**src/rtl/ids_pkg.sv**
```systemverilog
package ids_pkg;

  typedef enum logic [2:0] {
    OP_EN_SET = 3'd0,
    OP_EN_CLR = 3'd1,
    OP_PD_SET = 3'd2,
    OP_PD_CLR = 3'd3,
    OP_AC_SET = 3'd4,
    OP_AC_CLR = 3'd5,
    OP_NONE   = 3'd7
  } bitop_e;

  localparam logic [11:0] A_CTL  = 12'h000;
  localparam logic [11:0] A_TYPE = 12'h004;

  // Offsets 0x100..0x3FF map onto the six set/clear words.
  function automatic bitop_e op_of_addr(input logic [11:0] a);
    if (a[11:10] == 2'b00 && a[9:7] >= 3'd2)
      return bitop_e'(a[9:7] - 3'd2);
    return OP_NONE;
  endfunction

  function automatic logic [31:0] type_value(input int nirq);
    return 32'(nirq / 32 - 1);
  endfunction

  function automatic logic [31:0] priv_target(input int cpu);
    logic [7:0] b;
    b = 8'd1 << cpu;
    return {4{b}};
  endfunction

  // Sixteen trigger flags to a configuration word: flag j sits at bit 2j+1.
  function automatic logic [31:0] cfg_read(input logic [15:0] flags);
    logic [31:0] w;
    w = '0;
    for (int j = 0; j < 16; j++) w[2*j+1] = flags[j];
    return w;
  endfunction

  function automatic logic [15:0] cfg_write(input logic [31:0] w);
    logic [15:0] f;
    for (int j = 0; j < 16; j++) f[j] = w[2*j+1];
    return f;
  endfunction

endpackage

```
**src/rtl/ids_bitbank.sv**
```systemverilog
module ids_bitbank
  import ids_pkg::*;
(
  input  logic        clk,
  input  logic        rst_n,
  input  logic        we,
  input  bitop_e      op,
  input  logic [1:0]  cfg_we,
  input  logic [31:0] wdata,
  input  logic [31:0] src,
  output logic [31:0] en,
  output logic [31:0] pd,
  output logic [31:0] ac,
  output logic [31:0] trig_edge
);

  logic [31:0] src_q;
  logic [31:0] hw_set;
  logic [31:0] m_es, m_ec, m_ps, m_pc, m_as, m_ac;

  // Write masks per alias; a word that is not selected contributes nothing.
  always_comb begin
    m_es = (we && op == OP_EN_SET) ? wdata : '0;
    m_ec = (we && op == OP_EN_CLR) ? wdata : '0;
    m_ps = (we && op == OP_PD_SET) ? wdata : '0;
    m_pc = (we && op == OP_PD_CLR) ? wdata : '0;
    m_as = (we && op == OP_AC_SET) ? wdata : '0;
    m_ac = (we && op == OP_AC_CLR) ? wdata : '0;
  end

  // Hardware pending request: rising edge in edge mode, high level otherwise.
  assign hw_set = (trig_edge & src & ~src_q) | (~trig_edge & src);

  always_ff @(posedge clk or negedge rst_n) begin
    if (!rst_n) begin
      en        <= '0;
      pd        <= '0;
      ac        <= '0;
      trig_edge <= '0;
      src_q     <= '0;
    end else begin
      en    <= (en | m_es) & ~m_ec;
      pd    <= (pd | m_ps | hw_set) & ~m_pc;
      ac    <= (ac | m_as) & ~m_ac;
      src_q <= src;
      if (cfg_we[0]) trig_edge[15:0]  <= cfg_write(wdata);
      if (cfg_we[1]) trig_edge[31:16] <= cfg_write(wdata);
    end
  end

endmodule

```
**src/rtl/ids_target.sv**
```systemverilog
module ids_target #(
  parameter int NUM_CPU = 2,
  parameter int NSH     = 32
) (
  input  logic                              clk,
  input  logic                              rst_n,
  input  logic                              we,
  input  logic [7:0]                        word,
  input  logic [31:0]                       wdata,
  output logic [NSH-1:0][NUM_CPU-1:0]       tgt
);

  for (genvar i = 0; i < NSH; i++) begin : g_src
    always_ff @(posedge clk or negedge rst_n) begin
      if (!rst_n)
        tgt[i] <= '0;
      else if (we && word == 8'(i / 4))
        tgt[i] <= wdata[(i % 4) * 8 +: NUM_CPU];
    end
  end

endmodule

```
**src/rtl/ids_forward.sv**
```systemverilog
module ids_forward #(
  parameter int NUM_CPU = 2,
  parameter int NSH     = 32
) (
  input  logic                          ctl_en,
  input  logic [NUM_CPU-1:0][31:0]      priv_rdy,
  input  logic [NSH-1:0]                sh_rdy,
  input  logic [NSH-1:0][NUM_CPU-1:0]   tgt,
  output logic [NUM_CPU-1:0]            fwd
);

  for (genvar c = 0; c < NUM_CPU; c++) begin : g_cpu
    logic hit;
    always_comb begin
      hit = |priv_rdy[c];
      for (int i = 0; i < NSH; i++) hit = hit | (sh_rdy[i] & tgt[i][c]);
    end
    assign fwd[c] = ctl_en & hit;
  end

endmodule

```
**src/rtl/ids_state_bank.sv**
```systemverilog
module ids_state_bank
  import ids_pkg::*;
#(
  parameter int NUM_CPU = 2,
  parameter int NUM_IRQ = 64,
  localparam int CPUW   = (NUM_CPU > 1) ? $clog2(NUM_CPU) : 1
) (
  input  logic                    clk,
  input  logic                    rst_n,
  input  logic                    wr_en,
  input  logic                    rd_en,
  input  logic [CPUW-1:0]         acc_cpu,
  input  logic [11:0]             addr,
  input  logic [31:0]             wdata,
  output logic [31:0]             rd_data,
  input  logic [NUM_IRQ-33:0]     irq_shared,
  input  logic [NUM_CPU*32-1:0]   irq_private,
  output logic [NUM_CPU-1:0]      fwd_req
);

  localparam int NSH   = NUM_IRQ - 32;
  localparam int NSHW  = NSH / 32;
  localparam int NBANK = NUM_CPU + NSHW;

  // Decoded access fields, named for the checker.
  bitop_e     op;
  logic [4:0] bword;
  logic       is_tgt;
  logic [7:0] tword;
  logic       is_cfg;
  logic [5:0] cword;

  assign op     = op_of_addr(addr);
  assign bword  = addr[6:2];
  assign is_tgt = (addr[11:10] == 2'b01);
  assign tword  = addr[9:2];
  assign is_cfg = (addr[11:8] == 4'h8);
  assign cword  = addr[7:2];

  logic ctl_en;

  logic [NBANK-1:0][31:0] b_en, b_pd, b_ac, b_edge;

  // Banks 0..NUM_CPU-1 hold the private copies, the rest the shared sources.
  for (genvar k = 0; k < NBANK; k++) begin : g_bank
    logic        sel_w;
    logic [1:0]  sel_c;
    logic [31:0] src_k;
    if (k < NUM_CPU) begin : g_priv
      assign sel_w    = (bword == 5'd0) && (acc_cpu == CPUW'(k));
      assign sel_c[0] = (cword == 6'd0) && (acc_cpu == CPUW'(k));
      assign sel_c[1] = (cword == 6'd1) && (acc_cpu == CPUW'(k));
      assign src_k    = irq_private[k*32 +: 32];
    end else begin : g_sh
      assign sel_w    = (bword == 5'(k - NUM_CPU + 1));
      assign sel_c[0] = (cword == 6'(2 * (k - NUM_CPU + 1)));
      assign sel_c[1] = (cword == 6'(2 * (k - NUM_CPU + 1) + 1));
      assign src_k    = irq_shared[(k - NUM_CPU)*32 +: 32];
    end
    ids_bitbank u_bank (
      .clk       (clk),
      .rst_n     (rst_n),
      .we        (wr_en && op != OP_NONE && sel_w),
      .op        (op),
      .cfg_we    ({2{wr_en && is_cfg}} & sel_c),
      .wdata     (wdata),
      .src       (src_k),
      .en        (b_en[k]),
      .pd        (b_pd[k]),
      .ac        (b_ac[k]),
      .trig_edge (b_edge[k])
    );
  end

  // Shared state flattened by source number minus 32.
  logic [NSH-1:0] sh_en, sh_pd, sh_ac, sh_edge, sh_rdy;
  for (genvar k = 0; k < NSHW; k++) begin : g_flat
    assign sh_en[k*32 +: 32]   = b_en[NUM_CPU + k];
    assign sh_pd[k*32 +: 32]   = b_pd[NUM_CPU + k];
    assign sh_ac[k*32 +: 32]   = b_ac[NUM_CPU + k];
    assign sh_edge[k*32 +: 32] = b_edge[NUM_CPU + k];
  end
  assign sh_rdy = sh_en & sh_pd & ~sh_ac;

  logic [NUM_CPU-1:0][31:0] priv_rdy;
  for (genvar c = 0; c < NUM_CPU; c++) begin : g_prdy
    assign priv_rdy[c] = b_en[c] & b_pd[c] & ~b_ac[c];
  end

  logic [NSH-1:0][NUM_CPU-1:0] tgt;

  ids_target #(.NUM_CPU(NUM_CPU), .NSH(NSH)) u_target (
    .clk   (clk),
    .rst_n (rst_n),
    .we    (wr_en && is_tgt && tword >= 8'd8),
    .word  (tword - 8'd8),
    .wdata (wdata),
    .tgt   (tgt)
  );

  ids_forward #(.NUM_CPU(NUM_CPU), .NSH(NSH)) u_forward (
    .ctl_en   (ctl_en),
    .priv_rdy (priv_rdy),
    .sh_rdy   (sh_rdy),
    .tgt      (tgt),
    .fwd      (fwd_req)
  );

  always_ff @(posedge clk or negedge rst_n) begin
    if (!rst_n)
      ctl_en <= 1'b0;
    else if (wr_en && addr == A_CTL)
      ctl_en <= wdata[0];
  end

  // Read selection.
  logic [31:0] rd_mux;
  int          bk;
  int          src_n;

  always_comb begin
    rd_mux = '0;
    bk     = -1;
    src_n  = 0;
    if (addr == A_CTL) begin
      rd_mux[0] = ctl_en;
    end else if (addr == A_TYPE) begin
      rd_mux = type_value(NUM_IRQ);
    end else if (op != OP_NONE) begin
      if (bword == 5'd0)
        bk = (int'(acc_cpu) < NUM_CPU) ? int'(acc_cpu) : -1;
      else if (int'(bword) <= NSHW)
        bk = NUM_CPU + int'(bword) - 1;
      if (bk >= 0) begin
        case (op)
          OP_EN_SET, OP_EN_CLR: rd_mux = b_en[bk];
          OP_PD_SET, OP_PD_CLR: rd_mux = b_pd[bk];
          default:              rd_mux = b_ac[bk];
        endcase
      end
    end else if (is_tgt) begin
      if (tword < 8'd8) begin
        rd_mux = priv_target(int'(acc_cpu));
      end else begin
        for (int j = 0; j < 4; j++) begin
          src_n = (int'(tword) - 8) * 4 + j;
          if (src_n < NSH) rd_mux[j*8 +: NUM_CPU] = tgt[src_n];
        end
      end
    end else if (is_cfg) begin
      if (cword[5:1] == 5'd0)
        bk = (int'(acc_cpu) < NUM_CPU) ? int'(acc_cpu) : -1;
      else if (int'(cword[5:1]) <= NSHW)
        bk = NUM_CPU + int'(cword[5:1]) - 1;
      if (bk >= 0)
        rd_mux = cfg_read(cword[0] ? b_edge[bk][31:16] : b_edge[bk][15:0]);
    end
  end

  always_ff @(posedge clk or negedge rst_n) begin
    if (!rst_n)
      rd_data <= '0;
    else if (rd_en)
      rd_data <= rd_mux;
  end

endmodule

```
**config.mk**
```make
export PLATFORM = sky130hd
export DESIGN_NAME = ids_state_bank
export DESIGN_NICKNAME = d
export VERILOG_FILES = /design/src/rtl/ids_pkg.sv /design/src/rtl/ids_bitbank.sv /design/src/rtl/ids_target.sv /design/src/rtl/ids_forward.sv /design/src/rtl/ids_state_bank.sv
export SDC_FILE = /design/constraint.sdc
export NUM_CORES = 1
export LEC_CHECK = 0
export BUFFER_PORTS_ARGS = -buffer_cell sky130_fd_sc_hd__buf_4
export CAP_MARGIN = 10
export CORE_MARGIN = 2
export CORE_UTILIZATION = 55
export DETAILED_ROUTE_END_ITERATION = 8
export GPL_TIMING_DRIVEN = 0
export PLACE_DENSITY_LB_ADDON = 0.05
export SYNTH_ARGS = -nofsm -noshare
export SYNTH_HDL_FRONTEND = slang
export SYNTH_SLANG_ARGS = --single-unit
```
**constraint.sdc**
```tcl
create_clock -name clk -period 2.75 [get_ports clk]
set_input_delay 0.275 -clock clk [delete_from_list [all_inputs] [get_ports clk]]
set_output_delay 0.275 -clock clk [all_outputs]
set_load 0.005 [all_outputs]
```
==> results.md <==
- **initial standard-cell utilization of the core** 55.70%
- **Overall Power** 18.47 mW
- **register share of total power** 47.1%
- **total global routing overflow** 0
- **register area share after synthesis** 54.41%
- **proportion of register bits with asynchronous set or reset after synthesis** 100.0%
- **clock tree skew after final layout** 21.37 ps
- **Finished Cell Area** 33210 um2
- **final period utilization** 102.8%
- **number of enable flip-flop cells after synthesis** 0
- **Boundary Pins** 179
- **slack of the critical path** -76.45 ps
- **count of port buffers added during placement** 156
- **first-pass GRT wire length** 180.4 mm
- **Root Driver** clkbuf_16
- **total routed wirelength** 130.0 mm
- **residual antenna-violating net count after detailed routing** 0
- **register-to-register path setup slack** 640 ps
- **switching portion of total power** 25.08%
- **gate count after technology mapping** 2532
- **TritonCTS clock tree** yes
- **buffer depth of the longest clock path** 3
- **Min-Delay Path Class** input port to flop
- **worst hold path stage count** 3
- **total nets after synthesis** 2689
- **number of synthesized register bits** 577
- **crit path launch** addr[5]
- **core area** 47650 um2
- **met1 usage in global routing** 61.56%
- **violation count after the first detailed-routing iteration** 4347
- **Psw** 4.634 mW
- **full die area** 50020 um2
- **setup_tns** -154.6 ps
- **mean number of vias per cell** 7.269
- **proportion of layout cells with a drive suffix above 1** 26.24%
- **DR WL/cell** 36.38 um
- **category of the worst setup path launch point** input port
- **top cells by area, synth** dfrtp_1 (54%), a21oi_1 (10%), mux2_2 (8.0%)
- **maximum ir drop on the vdd rail** 0.6135 mV
- **core occupancy in the finished layout** 69.70%
- **RSZ-0062 raised after global routing** yes
- **number of global-route vias before repair** 25108
- **failing checks** negative setup slack
- **layout-stage area growth over the synthesis result** 25.15%
- **most congested layer reported by global routing** met2
- **residual DRC count** 0
- **power share of the combinational group** 7.8%
- **start point of the worst min-delay path** wdata[30]
- **transition time at the pin with the least slew margin** 1027 ps
- **Crit Reg-Reg Startpoint** g_bank[0].u_bank.trig_edge[1]$_DFFE_PN0P_
- **final-stage net count** 3068
- **cell type contributing the most total cell area after synthesis** dfrtp_1
- **data arrival time of the critical path** 3330 ps
- **largest driver fanout on the critical path** 10
- **share of power burned in the clock network** 45.1%
- **count of final setup violators** 3
- **detailed-route via count** 25979
- **highest clock frequency the design can meet** 353.8 MHz
- **outcome** finished, violations left
- **insertion delay to the later sink of the worst-skew pair** 650 ps
- **Die Wd** 223.7 um
- **Num Clock Sinks** 577
- **Post-DP Area** 28690 um2
- **initial antenna violation count** 6
- **Die Y** 223.7 um
- **routability congestion estimate from global placement** 1.062
- **FP Rows** 80
- **CTS clk-pin slew, worst paths** 60 ps
- **CP required** 3250 ps
- **area share of the largest cell type after synthesis** 54.41%
- **remaining max-slew budget at the tightest pin** 31.56%
- **count of distinct cell types in the synthesized netlist** 72
- **Main synth FF type** dfrtp_1
- **internal power** 13.84 mW
- **worst reg-to-reg path cell count** 3
- **endpoint kind of the worst setup timing path** flop
- **number of endpoints with negative hold slack in the final report** 0
- **Inserted Clock Buffers** 59
- **combined area of all synthesized cells** 26540 um2
- **length of the first detailed-routing pass in iterations** 6
- **final number of max-transition violations** 0
- **met2 track utilization from global routing** 73.68%
- **level count of the clock H-tree** 2
- **Endpoint, Worst Hold** g_bank[0].u_bank.ac[30]$_DFF_PN0_
- **total leakage power** 14.50 nW
- **Yosys Warn Count** 0
- **overall global routing resource usage** 51.55%
- **destination of the worst register-to-register timing path** rd_data[3]$_DFFE_PN0P_
- **GR met3 Demand/Resource** 21.25%
- **power per standard cell area** 556.2 nW/um2
- **critical path start-end classification** input port to flop
- **Max Cap Viol** 0
- **Syn Area/Cell** 10.48 um2
- **final critical path time including I/O delays and setup** 2826 ps
- **maximum number of pins on one net before global-route repair** 126
- **sum of net half-perimeters after detailed placement** 92.16 mm
## sequential cells by signal, summed over array words and instances (netlist names)
register and flops:
g_bank.u_bank.ac 96, g_bank.u_bank.en 96, g_bank.u_bank.pd 96, g_bank.u_bank.src_q 96
g_bank.u_bank.trig_edge 96, u_target.tgt 64, rd_data 32, ctl_en 1
## power groups by stage
stage | Sequential (mW) | Combinational [mW] | Clock, mW
2_1_floorplan | 8.81 | 0.467 | 0
3_3_place_gp | 8.84 | 1.12 | 0
3_5_place_dp | 8.84 | 1.17 | 0
4_1_cts | 8.69 | 1.36 | 8.24
5_1_grt | 8.70 | 1.50 | 8.55
6_report | 8.70 | 1.45 | 8.33
## layer usage
layer,vias to the layer above,wire [um]
li1,10152,-
met1,12768,43980
met2,2352,53960
met3,701,19110
met4,6,12910
met5,-,55
## Yosys cell counts (all sizes together), types with 12 or more instances
cell type and n:
o31ai 16, nand2 401, clkbuf 151, o22ai 32, inv 22, o32ai 13, a21oi 548, nor3 42
mux4 30, nand4b 27, a221oi 133, nor2 50, mux2 189, nand4 14, dfrtp 577, o21ai 42
buf 61, a22oi 41, ha 12
## kinds of logic after synthesis
kind of cell / Yosys count / share of synthesized area, %
flops: 577 / 54.41
simple gates: 596 / 10.12
mux: 230 / 10.98
fa+ha+maj: 12 / 0.5658
buf+inv: 236 / 3.621
compound gates: 881 / 20.30
## placed cells by master, fill, tap and decap left out, types with 8 or more instances in the layout
cell           netlist  final
nand4b_1            27     27
clkbuf_4             0     26
mux2_2             189    189
and3_1              11     10
nor3_4               0      8
nand2_2              1     19
dfrtp_1            577    567
buf_6                1     13
ha_1                12     10
dlygate4sd3_1        0    113
clkbuf_1           150     94
a21oi_1            548    547
mux2i_1             11     11
clkbuf_8             0     20
o22ai_1             32     18
clkinv_2             0     11
nand2_1            400    377
nor3_1              37     34
a222oi_1            11     11
buf_2               50     20
dfrtp_2              0     10
clkbuf_16            0     60
nand4_1             14     14
mux4_2              30     30
buf_4                1    227
clkbuf_2             1     28
nor2_1              50     27
o32ai_1             12     12
a221oi_1           131    124
o21ai_0             42     40
o22ai_2              0     11
inv_1               22     20
a22oi_1             41     41
o31ai_1             16     15
nor2_2               0     20
## cell type report
cell class	count	area (um2)
plain buffers	207	1237
flip-flops and latches	577	14450
well taps	615	769.5
clock inverters	21	235.2
repair buffers	323	2879
inverters	24	90.09
fillers	3549	14440
multi-input cells	1719	11810
clock buffers	86	1728
diodes	2	5.005
## critical path: stages
cell     delay (ps)
buf_4           120
buf_6           130
nor3_1          700
o21ai_0         380
o21ai_0         400
nand3_2         390
buf_2           430
o31ai_2         480
## per-stage QoR
step / std cells / hold slack, ps / worst slack, ps
3_3_place_gp: 3303 / 393.9 / -4713
4_1_cts: 3558 / 81.10 / -36.54
5_1_grt: 3572 / 123.9 / -98.99
6_report: 3574 / 88.90 / -76.45
2_1_floorplan: 2532 / -20.59 / 11.58
3_5_place_dp: 3309 / 315.0 / -1830
## repair_timing
action | in CTS | in global routing
resized for setup | 230 | 123
hold buffers | 113 | 0
setup buffers | 33 | 12
pin swaps | 30 | 23
endpoints found under the hold margin | 289 | 0
cloned | 0 | 1
setup endpoints to repair | 386 | 344
## worst max path at each step
stage                                                     end
after floorplan                        rd_data[0]$_DFFE_PN0P_
after global placement    g_bank[2].u_bank.src_q[7]$_DFF_PN0_
after detailed placement               rd_data[3]$_DFFE_PN0P_
after CTS                                          fwd_req[1]
after global routing                   rd_data[3]$_DFFE_PN0P_
final                                  rd_data[3]$_DFFE_PN0P_
Note: power is estimated with default switching activity, not from simulation.
